===== config.mk =====
export PLATFORM = sky130hd
export DESIGN_NAME = rxDescDma
export DESIGN_NICKNAME = d
export VERILOG_FILES = /design/src/rtl/rxdma_pkg.sv /design/src/rtl/rxDmaCtrl.sv /design/src/rtl/rxDmaPath.sv /design/src/rtl/rxDescDma.sv
export SDC_FILE = /design/constraint.sdc
export NUM_CORES = 1
export LEC_CHECK = 0
export ABC_AREA = 1
export ABC_CLOCK_PERIOD_IN_PS = 2700
export BUFFER_PORTS_ARGS = -buffer_cell sky130_fd_sc_hd__buf_2
export CAP_MARGIN = 25
export CORE_MARGIN = 2
export CORE_UTILIZATION = 50
export DETAILED_ROUTE_END_ITERATION = 16
export PLACE_DENSITY = 0.84
export SLEW_MARGIN = 10
export SYNTH_ARGS = -nofsm -noshare
export SYNTH_HDL_FRONTEND = slang
export SYNTH_SLANG_ARGS = --single-unit

===== constraint.sdc =====
create_clock -name clk -period 2.7 [get_ports clk]
set_clock_uncertainty 0.1 [all_clocks]
set_input_delay 0.135 -clock clk [delete_from_list [all_inputs] [get_ports clk]]
set_output_delay 0.135 -clock clk [all_outputs]
set_load 0.01 [all_outputs]

===== src/rtl/rxdma_pkg.sv =====
`timescale 1ns/1ps
package rxdma_pkg;
  localparam int WORD_W = 32;
  localparam int LEN_W  = 16;

  localparam logic [1:0] OP_DESC = 2'd0;
  localparam logic [1:0] OP_LINK = 2'd1;
  localparam logic [1:0] OP_DATA = 2'd2;
  localparam logic [1:0] OP_STAT = 2'd3;

  typedef enum logic [2:0] {
    ST_IDLE, ST_REFR, ST_DREAD, ST_BLOCK, ST_FRAG, ST_STAT
  } rxState_e;

  typedef struct packed {
    logic descLoad;   // cache the fetched descriptor
    logic linkLoad;   // refresh read returned a usable link
    logic fragStart;  // latch fragment length and outcome
    logic fragDone;   // data write finished
    logic pktEnd;     // fragment closed the packet
    logic ovf;        // fragment exhausted the buffer
    logic statDone;   // status write finished
    logic enClr;      // stop: chain ended
  } rxStrobe_t;
endpackage


===== src/rtl/rxDmaCtrl.sv =====
`timescale 1ns/1ps
module rxDmaCtrl
  import rxdma_pkg::*;
(
  input  logic       clk,
  input  logic       rstN,
  input  logic       rxEn,
  input  logic       descDone,
  input  logic       fifoReady,
  input  logic       fragLast,
  input  logic       fragOvf,
  input  logic       linkZero,
  input  logic       rdLinkZero,
  input  logic       busDone,
  output rxState_e   state,
  output rxStrobe_t  strb
);
  rxState_e nextState;

  always_comb begin
    nextState = state;
    strb      = '0;
    unique case (state)
      ST_IDLE:  if (rxEn) nextState = descDone ? ST_REFR : ST_DREAD;
      ST_REFR:  if (busDone) begin
        if (rdLinkZero) begin
          strb.enClr = 1'b1;
          nextState  = ST_IDLE;
        end else begin
          strb.linkLoad = 1'b1;
          nextState     = ST_DREAD;
        end
      end
      ST_DREAD: if (busDone) begin
        strb.descLoad = 1'b1;
        nextState     = ST_BLOCK;
      end
      ST_BLOCK: if (fifoReady) begin
        strb.fragStart = 1'b1;
        nextState      = ST_FRAG;
      end
      ST_FRAG:  if (busDone) begin
        strb.fragDone = 1'b1;
        if (fragLast) begin
          strb.pktEnd = 1'b1;
          nextState   = ST_STAT;
        end else if (fragOvf) begin
          strb.ovf  = 1'b1;
          nextState = ST_STAT;
        end else begin
          nextState = ST_BLOCK;
        end
      end
      ST_STAT:  if (busDone) begin
        strb.statDone = 1'b1;
        if (linkZero) begin
          strb.enClr = 1'b1;
          nextState  = ST_IDLE;
        end else begin
          nextState  = ST_DREAD;
        end
      end
      default:  nextState = ST_IDLE;
    endcase
  end

  always_ff @(posedge clk) begin
    if (!rstN) state <= ST_IDLE;
    else       state <= nextState;
  end
endmodule


===== src/rtl/rxDmaPath.sv =====
`timescale 1ns/1ps
module rxDmaPath
  import rxdma_pkg::*;
#(
  parameter  int FIFO_DEPTH = 64,
  parameter  int DRAIN_THR  = 16,
  parameter  int PKT_CNT_W  = 4,
  localparam int BYTE_W     = $clog2(FIFO_DEPTH + 1)
) (
  input  logic                 clk,
  input  logic                 rstN,
  input  rxState_e             state,
  input  rxStrobe_t            strb,
  input  logic                 rxEnSet,
  input  logic                 ptrWr,
  input  logic [WORD_W-1:0]    ptrWrData,
  input  logic                 macByte,
  input  logic                 macPktEnd,
  input  logic [WORD_W-1:0]    rdLink,
  input  logic [LEN_W-1:0]     rdBufSize,
  input  logic [WORD_W-1:0]    rdPtr,
  output logic                 rxEn,
  output logic                 descDone,
  output logic [WORD_W-1:0]    descPtr,
  output logic [PKT_CNT_W-1:0] pktCnt,
  output logic [BYTE_W-1:0]    curBytes,
  output logic                 fifoReady,
  output logic                 fragLast,
  output logic                 fragOvf,
  output logic                 linkZero,
  output logic                 rdLinkZero,
  output logic                 busReq,
  output logic [1:0]           busOp,
  output logic [WORD_W-1:0]    busAddr,
  output logic [LEN_W-1:0]     busLen,
  output logic [WORD_W-1:0]    busWdata
);
  localparam logic [BYTE_W:0] CAP = (BYTE_W+1)'(FIFO_DEPTH);

  logic [WORD_W-1:0] cLink, fragPtr;
  logic [LEN_W-1:0]  remaining, stored, fragLen, curExt;
  logic              statOvf, discard;
  logic              pktInc, pktDec, followLink;
  logic [BYTE_W:0]   bytesSum;
  logic [BYTE_W-1:0] bytesNext;

  assign curExt     = LEN_W'(curBytes);
  assign fifoReady  = (pktCnt != '0) || (curBytes > BYTE_W'(DRAIN_THR));
  assign linkZero   = (cLink == '0);
  assign rdLinkZero = (rdLink == '0);
  assign followLink = strb.statDone && !linkZero;

  // packet counter: MAC fill side up, engine down
  assign pktInc = macPktEnd && !discard && !(strb.ovf && pktCnt == '0);
  assign pktDec = strb.pktEnd || (strb.ovf && pktCnt != '0);

  always_comb begin
    bytesSum = {1'b0, curBytes};
    if (strb.fragDone)        bytesSum = bytesSum - {1'b0, fragLen[BYTE_W-1:0]};
    if (macByte && !discard)  bytesSum = bytesSum + 1'b1;
    bytesNext = (bytesSum > CAP) ? CAP[BYTE_W-1:0] : bytesSum[BYTE_W-1:0];
    if (strb.ovf) bytesNext = '0;
  end

  always_ff @(posedge clk) begin
    if (!rstN) begin
      rxEn      <= 1'b0;
      descDone  <= 1'b0;
      descPtr   <= '0;
      cLink     <= '0;
      fragPtr   <= '0;
      remaining <= '0;
      stored    <= '0;
      statOvf   <= 1'b0;
      fragLen   <= '0;
      fragLast  <= 1'b0;
      fragOvf   <= 1'b0;
      pktCnt    <= '0;
      curBytes  <= '0;
      discard   <= 1'b0;
    end else begin
      if (rxEnSet)         rxEn <= 1'b1;
      else if (strb.enClr) rxEn <= 1'b0;

      if (ptrWr)               descPtr <= ptrWrData;
      else if (strb.linkLoad)  descPtr <= rdLink;
      else if (followLink)     descPtr <= cLink;

      if (ptrWr || strb.linkLoad || followLink) descDone <= 1'b0;
      else if (strb.statDone)                   descDone <= 1'b1;

      if (strb.descLoad) begin
        cLink     <= rdLink;
        remaining <= rdBufSize;
        fragPtr   <= rdPtr;
        stored    <= '0;
        statOvf   <= 1'b0;
      end else if (strb.fragDone) begin
        remaining <= remaining - fragLen;
        fragPtr   <= fragPtr + WORD_W'(fragLen);
        stored    <= stored + fragLen;
        if (strb.ovf) statOvf <= 1'b1;
      end

      if (strb.fragStart) begin
        fragLen  <= (curExt < remaining) ? curExt : remaining;
        fragLast <= (pktCnt != '0) && (curExt <= remaining);
        fragOvf  <= (curExt >= remaining);
      end

      pktCnt   <= pktCnt + PKT_CNT_W'(pktInc) - PKT_CNT_W'(pktDec);
      curBytes <= bytesNext;

      if (strb.ovf && pktCnt == '0 && !macPktEnd) discard <= 1'b1;
      else if (macPktEnd && discard)              discard <= 1'b0;
    end
  end

  always_comb begin
    busReq   = 1'b1;
    busOp    = OP_DESC;
    busAddr  = descPtr;
    busLen   = '0;
    busWdata = '0;
    unique case (state)
      ST_REFR:  begin busOp = OP_LINK; busLen = LEN_W'(4); end
      ST_DREAD: begin busOp = OP_DESC; busLen = LEN_W'(12); end
      ST_FRAG:  begin busOp = OP_DATA; busAddr = fragPtr; busLen = fragLen; end
      ST_STAT:  begin
        busOp    = OP_STAT;
        busAddr  = descPtr + WORD_W'(4);
        busLen   = LEN_W'(4);
        busWdata = {1'b1, statOvf, {(WORD_W-2-LEN_W){1'b0}}, stored};
      end
      default:  busReq = 1'b0;
    endcase
  end
endmodule


===== src/rtl/rxDescDma.sv =====
`timescale 1ns/1ps
module rxDescDma
  import rxdma_pkg::*;
#(
  parameter  int FIFO_DEPTH = 64,
  parameter  int DRAIN_THR  = 16,
  parameter  int PKT_CNT_W  = 4,
  localparam int BYTE_W     = $clog2(FIFO_DEPTH + 1)
) (
  input  logic                 clk,
  input  logic                 rstN,
  input  logic                 rxEnSet,
  input  logic                 ptrWr,
  input  logic [31:0]          ptrWrData,
  input  logic                 macByte,
  input  logic                 macPktEnd,
  output logic                 busReq,
  output logic [1:0]           busOp,
  output logic [31:0]          busAddr,
  output logic [15:0]          busLen,
  output logic [31:0]          busWdata,
  input  logic                 busDone,
  input  logic [31:0]          rdLink,
  input  logic [15:0]          rdBufSize,
  input  logic [31:0]          rdPtr,
  output logic [31:0]          curDescPtr,
  output logic                 descDone,
  output logic                 rxEnabled,
  output logic [PKT_CNT_W-1:0] fifoPktCnt,
  output logic [BYTE_W-1:0]    fifoCurBytes
);
  rxState_e  state;
  rxStrobe_t strb;
  logic      fifoReady, fragLast, fragOvf, linkZero, rdLinkZero;

  rxDmaCtrl u_ctrl (
    .clk(clk), .rstN(rstN), .rxEn(rxEnabled), .descDone(descDone),
    .fifoReady(fifoReady), .fragLast(fragLast), .fragOvf(fragOvf),
    .linkZero(linkZero), .rdLinkZero(rdLinkZero), .busDone(busDone),
    .state(state), .strb(strb)
  );

  rxDmaPath #(.FIFO_DEPTH(FIFO_DEPTH), .DRAIN_THR(DRAIN_THR), .PKT_CNT_W(PKT_CNT_W)) u_path (
    .clk(clk), .rstN(rstN), .state(state), .strb(strb),
    .rxEnSet(rxEnSet), .ptrWr(ptrWr), .ptrWrData(ptrWrData),
    .macByte(macByte), .macPktEnd(macPktEnd),
    .rdLink(rdLink), .rdBufSize(rdBufSize), .rdPtr(rdPtr),
    .rxEn(rxEnabled), .descDone(descDone), .descPtr(curDescPtr),
    .pktCnt(fifoPktCnt), .curBytes(fifoCurBytes), .fifoReady(fifoReady),
    .fragLast(fragLast), .fragOvf(fragOvf), .linkZero(linkZero),
    .rdLinkZero(rdLinkZero), .busReq(busReq), .busOp(busOp),
    .busAddr(busAddr), .busLen(busLen), .busWdata(busWdata)
  );
endmodule


==> results.py, run 1 <==
metrics = {
    "clocking": {
        "clock_latency_ns": 0.45,
        "htreeDepth": 4,
        "cts_tree": "yes",
        "root_buffer": "clkbuf_16",
        "cts.sinks": 164,
        "numCtsBuffers": 17,
        "cts_buffer_depth": 2,
        "clkTransAtPathRegs_ns": 0.07,
    },
    "critical_path": {
        "crit_required_ns": 2.99,
        "endpoint_kind": "register",
        "setup.worst_path.start_class": "register",
        "path_class": "reg -> reg",
        "r2r_slack_ns": -0.03,
        "critPathMaxFanout": 6,
        "rr_worst_depth": 21,
        "arrival_ns": 3.02,
        "timing.rr.end": "u_path.curBytes[4]",
        "r2r-start": "u_path.curBytes[0]",
    },
    "power_and_ir_drop": {
        "share_clk_of_total_power_pct": 21.9,
        "intPower_w": 0.00657,
        "combPwrFrac_pct": 50.7,
        "switching_share_pct": 46.0,
        "p_seq_share_pct": 27.5,
        "power_density_nw_per_um2": 765,
        "leakage_nw": 7.72,
        "max-vdd-ir-drop_mv": 0.510,
        "power.switching_w": 0.00560,
        "power_w": 0.0122,
    },
    "floorplanning": {
        "row_count": 57,
        "ioPinCount": 247,
        "core_area_sq_um": 24500,
        "die_h_microns": 162,
        "die_area_sq_um": 26400,
        "start_util_pct": 51.3,
        "die_x_microns": 162,
    },
    "yosys": {
        "yosys.area.top_type": "dfxtp_1",
        "synth_top_cell_area_share_pct": 26.2,
        "netlist-cell-type-count": 48,
        "synth_flop_cell": "dfxtp_1",
        "synth_area_leaders": "dfxtp_1 26%, nand2_1 14%, a21oi_1 8.8%",
        "ys_ff_latch": 164,
        "synth_edf_count": 0,
        "ys_seq_area_share_pct": 26.2,
        "yosys_warnings": 0,
        "netlist_area_sq_um": 12500,
        "syn_inst": 2023,
        "async_flop_share_pct": 0,
        "avgSynthCellArea_sq_um": 6.20,
    },
    "routing": {
        "drt-pass1-iter-count": 6,
        "routed_wl_microns": 44500,
        "route.detailed.drc": 0,
        "wire_per_inst_microns": 16.6,
        "via_count": 15072,
        "viasPerCell": 5.63,
        "drtAntennaViolNets": 0,
        "first_iter_violations": 1439,
    },
    "hold_path": {
        "hp-class": "in -> reg",
        "min_path_cells": 5,
        "min_from": "rdBufSize[12]",
        "min_to": "u_path.remaining[12]",
    },
    "sta": {
        "finalCritPeriodShare_pct": 101,
        "report.final.hold_viol_count": 0,
        "rsz0062_at_grt": "yes",
        "fmax_mhz": 366,
        "tightest_slew_ns": 0.789,
        "period_needed_ns": 2.73,
        "slew_headroom_pct": 47.4,
        "drv_slew": 0,
        "setup_viol": 6,
        "worst_slack_ns": -0.0288,
    },
    "grt": {
        "grt_max_degree": 83,
        "grt_use_total_pct": 32.5,
        "grt_pass1_wl_microns": 69500,
        "met2_usage_pct": 55.3,
        "grt_overflow": 0,
        "grt.busiest_layer": "met2",
        "grt_pass1_vias": 14004,
        "antenna_found_initial": 0,
        "grt_use_met3_pct": 6.39,
        "use_met1_pct": 40.9,
    },
    "cells_and_area": {
        "finalNonFillerCells": 2678,
        "final_util_pct": 65.1,
        "n_fill_cell": 2124,
        "layout-drive-gt1-share_pct": 17.5,
        "layout.nets": 2531,
        "final_cell_mix": "468 x nand2_1, 268 x inv_1, 231 x buf_2",
        "final_common_cell": "nand2_1",
        "postLayoutCellArea_sq_um": 15900,
        "area.growth.synth_to_final_pct": 26.9,
    },
    "placement": {
        "post-place-ws_ns": -0.0447,
        "dp_hpwl_microns": 31500,
        "dpl_cell_area_sq_um": 14000,
        "routabilityCongestion": 0.947,
        "dp_cells": 2534,
        "io_buffers": 232,
    },
    "job": {
        "drv_cap": 0,
    },
    "run_status": {
        "violations": "setup timing",
        "outcome": "finished, violations left",
    },
}
cell usage after synthesis (8+ instances only):
cell and count:
nand4_1 30, nand2_1 477, ha_1 67, o211ai_1 53
nor2_2 14, buf_4 16, inv_1 274, a21oi_1 220
o21ai_1 25, clkbuf_1 45, xor2_1 25, nor3_1 29
buf_2 25, nor4_1 13, o21ai_0 149, inv_2 8
nand3_1 110, a21o_1 9, nor2_1 180, dfxtp_1 164
state kept, by name (all words and copies together), names as in the netlist:
| signal | count |
|---|---|
| u_path.cLink | 32 |
| u_path.descPtr | 32 |
| u_path.fragPtr | 32 |
| u_path.fragLen | 16 |
| u_path.remaining | 16 |
| u_path.stored | 16 |
| u_path.curBytes | 7 |
| u_path.pktCnt | 4 |
| u_ctrl.state | 3 |
| u_path.descDone | 1 |
| u_path.discard | 1 |
| u_path.fragLast | 1 |
| u_path.fragOvf | 1 |
| u_path.rxEn | 1 |
| u_path.statOvf | 1 |
cell type report:
| class | count | area [sq um] | share of cell area, % |
|---|---|---|---|
| Inverter | 284 | 1080 | 6.78 |
| Timing Repair Buffer | 381 | 2550 | 16.0 |
| Clock inverter | 15 | 189 | 1.19 |
| Multi-Input combinational cell | 1492 | 7960 | 50.0 |
| Antenna cell | 1 | 2.50 | 0.0157 |
| Tap cell | 324 | 405 | 2.55 |
| Sequential cell | 164 | 3300 | 20.7 |
| Clock buffer | 17 | 425 | 2.67 |
cell families (layout without fill, tap and decap cells):
family,after synthesis,in the layout,share of synthesized area [%]
other,1,15,0.0299
adders and majority gates,72,72,7.48
DFF,164,164,26.2
buffers and inverters,380,697,12.4
xor gates and xnor gates,28,28,1.95
and+or+nand+nor,887,887,30.2
AOI/OAI and AO/OA,491,491,21.7
how the worst max path moves through the flow:
stage | startpoint | end | slack, ns | cells past startpoint
floorplan | u_path.curBytes[0] | u_path.curBytes[0] | 0.05 | 22
global route | u_path.curBytes[0] | u_path.curBytes[4] | -0.19 | 21
CTS | u_path.descPtr[2] | busAddr[24] | -0.002 | 12
global placement | u_path.curBytes[0] | u_path.curBytes[0] | 0.03 | 22
detailed placement | u_path.curBytes[0] | u_path.curBytes[0] | -0.04 | 22
finish | u_path.curBytes[0] | u_path.curBytes[4] | -0.03 | 21
worst max-delay path, cell delays in order, from the launching register on:
cell and delay, ns:
dfxtp_2 0.33, inv_2 0.07, ha_4 0.13, inv_4 0.03, fa_1 0.52, inv_1 0.05, nand4_1 0.12, nand2_2 0.09
inv_4 0.07, ha_4 0.12, nand2_2 0.08, inv_2 0.09, nand3_4 0.08, nand2_2 0.08, nand2_1 0.05, nor2_1 0.10
nand2_1 0.06, nor2_1 0.10, nand2_1 0.08, nand2_2 0.07, nand3_4 0.12, nor2_2 0.13
metrics by stage:
stage	setup TNS, ns	hold WS, ns
floorplan	0	0.114
global placement	0	0.216
detailed placement	-0.155	0.221
CTS	-0.00180	0.00397
global route	-1.37	0.0209
finish	-0.0785	0.00553
power groups by stage:
stage	sequential (W)	combinational [W]	clock, W
3_3_place_gp	0.00334	0.00563	0
5_1_grt	0.00338	0.00688	0.00274
6_report	0.00334	0.00617	0.00266
3_5_place_dp	0.00336	0.00572	0
2_1_floorplan	0.00325	0.00416	0
4_1_cts	0.00331	0.00590	0.00265
per-layer routing:
layer	share of wire, %	vias up
met3	9.3	123
li1	-	7288
met1	40	6840
met4	3.5	0
met5	0	-
met2	47	821
what timing repair did:
item	in CTS	in global routing
gates cloned	0	0
hold buffers	97	0
endpoints found under the hold margin	97	0
setup buffers	2	12
endpoints found under the setup margin	20	28
resized for setup	19	56
pin swaps	7	24
Note: power is estimated with default switching activity, not from simulation.
==> run 2: changes to the inputs <==
- ABC_CLOCK_PERIOD_IN_PS: 2700 -> 2600
- PLACE_DENSITY: 0.84 -> 0.73
- clock period: 2.7 -> 2.6 ns (I/O delays scaled with it)
==> run 2 against run 1 <==
  * The run ends with hold timing, setup timing left
  * Sequential cell count unchanged
  * First-iteration DRC count decreased by 15%
  * Cell count increased by 1.0%
  * Register-to-register slack got worse by 0.07 ns
  * Global-route usage increased by 0.80 points
  * Clock power about the same
  * Sequential share of layout area decreased by 0.36 points
  * Utilization increased by 1.2 points
  * Combinational power increased by 8.8%
  * Highest routed layer unchanged
==> results.py, run 2 (synthesized netlist as in run 1, its figures left out) <==
metrics = {
    "critical_path": {
        "cp_top_family": "simple AND/OR/NAND/NOR gates",
        "path_class": "reg -> reg",
        "slowest_delay_ns": 0.49,
        "cp_common_cell": "nand2_2",
        "arrival_ns": 2.98,
        "crit_required_ns": 2.87,
        "slowest_stage": "fa_1",
        "setup.worst_path.start_class": "register",
        "critPathMaxFanout": 6,
        "endpoint_kind": "register",
        "worst-path-buf-inv": 5,
        "crit_chain": "inv_2, ha_4, inv_2, fa_1, inv_1, nand4_1, nand2_2, inv_4, ha_4, nand2_2, inv_2, nand3_2, nand2_2, nand2_1, nor2_1, nand2_1, nor2_4, nand2_2, nand2_2, nand3_4, nor2_4",
    },
    "grt": {
        "antenna_found_initial": 0,
        "grt_pass1_wl_microns": 70500,
        "grt_overflow": 0,
        "grt_pass1_vias": 13958,
        "grt_use_total_pct": 33.4,
        "grt_max_degree": 92,
    },
    "routing": {
        "viasPerCell": 5.50,
        "routed_wl_microns": 44900,
        "drt-pass1-iter-count": 6,
        "drtAntennaViolNets": 0,
        "route.detailed.drc": 0,
        "wire_per_inst_microns": 16.6,
        "first_iter_violations": 1228,
        "via_count": 14882,
    },
    "clocking": {
        "clock_latency_ns": 0.45,
        "htreeDepth": 4,
        "clkTransAtPathRegs_ns": 0.07,
        "cts_buffer_depth": 2,
        "root_buffer": "clkbuf_16",
        "cts_tree": "yes",
        "numCtsBuffers": 17,
        "cts.sinks": 164,
    },
    "power_and_ir_drop": {
        "leakage_nw": 7.89,
        "power_w": 0.0128,
        "max-vdd-ir-drop_mv": 0.401,
        "power_density_nw_per_um2": 790,
    },
    "sta": {
        "slew_headroom_pct": 43.9,
        "final.setup.tns_ns": -0.658,
        "worst_hold_slack_ns": -0.00232,
        "fmax_mhz": 370,
        "finalCritPeriodShare_pct": 104,
        "worst_slack_ns": -0.102,
        "report.final.hold_viol_count": 1,
        "setup_viol": 10,
        "rsz0062_at_grt": "yes",
        "drv_slew": 0,
        "period_needed_ns": 2.70,
        "tightest_slew_ns": 0.842,
    },
    "floorplanning": {
        "die_x_microns": 162,
        "start_util_pct": 51.3,
        "ioPinCount": 247,
        "die_h_microns": 162,
        "core_area_sq_um": 24500,
        "die_area_sq_um": 26400,
        "row_count": 57,
    },
    "placement": {
        "routabilityCongestion": 0.950,
        "post-place-ws_ns": -0.185,
        "io_buffers": 232,
        "dp_hpwl_microns": 32800,
        "dpl_cell_area_sq_um": 14200,
    },
    "hold_path": {
        "hp-class": "in -> reg",
    },
    "cells_and_area": {
        "layout.nets": 2559,
        "layout-drive-gt1-share_pct": 18.7,
        "postLayoutCellArea_sq_um": 16200,
        "area.growth.synth_to_final_pct": 29.2,
        "final_cell_mix": "462 x nand2_1, 268 x inv_1, 231 x buf_2",
        "final_common_cell": "nand2_1",
        "largestRegisters": "u_path.cLink x32, u_path.descPtr x32, u_path.fragPtr x32",
        "num_antenna_cells": 0,
    },
    "job": {
        "drv_cap": 0,
    },
    "run_status": {
        "violations": "hold timing, setup timing",
        "outcome": "finished, violations left",
    },
}
[run 2: cell count changes in the layout (fill, tap and decap cells not counted), moves of 3 or more]
| cell | before | now |
|---|---|---|
| buf_12 | 2 | 6 |
| buf_4 | 50 | 68 |
| clkinvlp_4 | 5 | 1 |
| dlygate4sd3_1 | 97 | 102 |
| inv_2 | 10 | 14 |
| inv_4 | 4 | 1 |
| inv_8 | 1 | 4 |
| nand2_1 | 468 | 462 |
| nand2_2 | 14 | 19 |
| nand3_2 | 8 | 11 |
| nor2_1 | 171 | 168 |
| nor2_4 | 8 | 11 |
[run 2: area by class of cell]
type | instances | area, sq um
clock inverter | 14 | 160
sequential | 164 | 3300
clock buffer | 18 | 429
multi-input combinational | 1492 | 8010
tap | 324 | 405
fill | 2227 | 8260
timing repair buffer | 409 | 2830
inverter | 284 | 1070
[run 2: power breakdown]
group | switching [W] | leakage, nW | internal, W
clock network | 0.00125 | 0.287 | 0.00137
logic | 0.00422 | 6.27 | 0.00249
registers | 0.000489 | 1.34 | 0.00297
[run 2: final timing paths]
path / startpoint / endpoint / slack [ns] / cells past startpoint
worst max-delay path: u_path.curBytes[0] / u_path.curBytes[0] / -0.10 / 21
worst min-delay path: rdPtr[29] / u_path.fragPtr[29] / -0.002 / 5
worst max register to register: u_path.curBytes[0] / u_path.curBytes[0] / -0.10 / 21
worst min register to register: u_path.fragPtr[31] / u_path.fragPtr[31] / 0.38 / 2
[run 2: timing repair]
action,CTS,global route
endpoints found under the hold margin,102,0
pin swaps,26,32
setup endpoints to repair,20,32
hold buffers,102,0
gates resized for setup,39,51
setup buffers,9,7
[run 2: tightest hold or removal path, stage by stage]
cell,delay [ns]
buf_2,0.09
nor2_1,0.10
nor2_1,0.06
nand2_1,0.06
a21oi_1,0.05
[run 2: metal layers]
metal,global-route usage (%),vias up,part of all wire (%)
li1,-,7353,-
met1,41.0,6777,41
met2,57.5,637,47
met3,6.47,115,7.8
met4,13.3,0,3.6
met5,0,-,0
[run 2: through the flow]
stage / cells / util, %
6_report: 2705 / 66.2
5_1_grt: 2705 / 66.2
4_1_cts: 2699 / 65.4
3_5_place_dp: 2556 / 58.1
3_3_place_gp: 2556 / 58.1
2_1_floorplan: 2036 / -
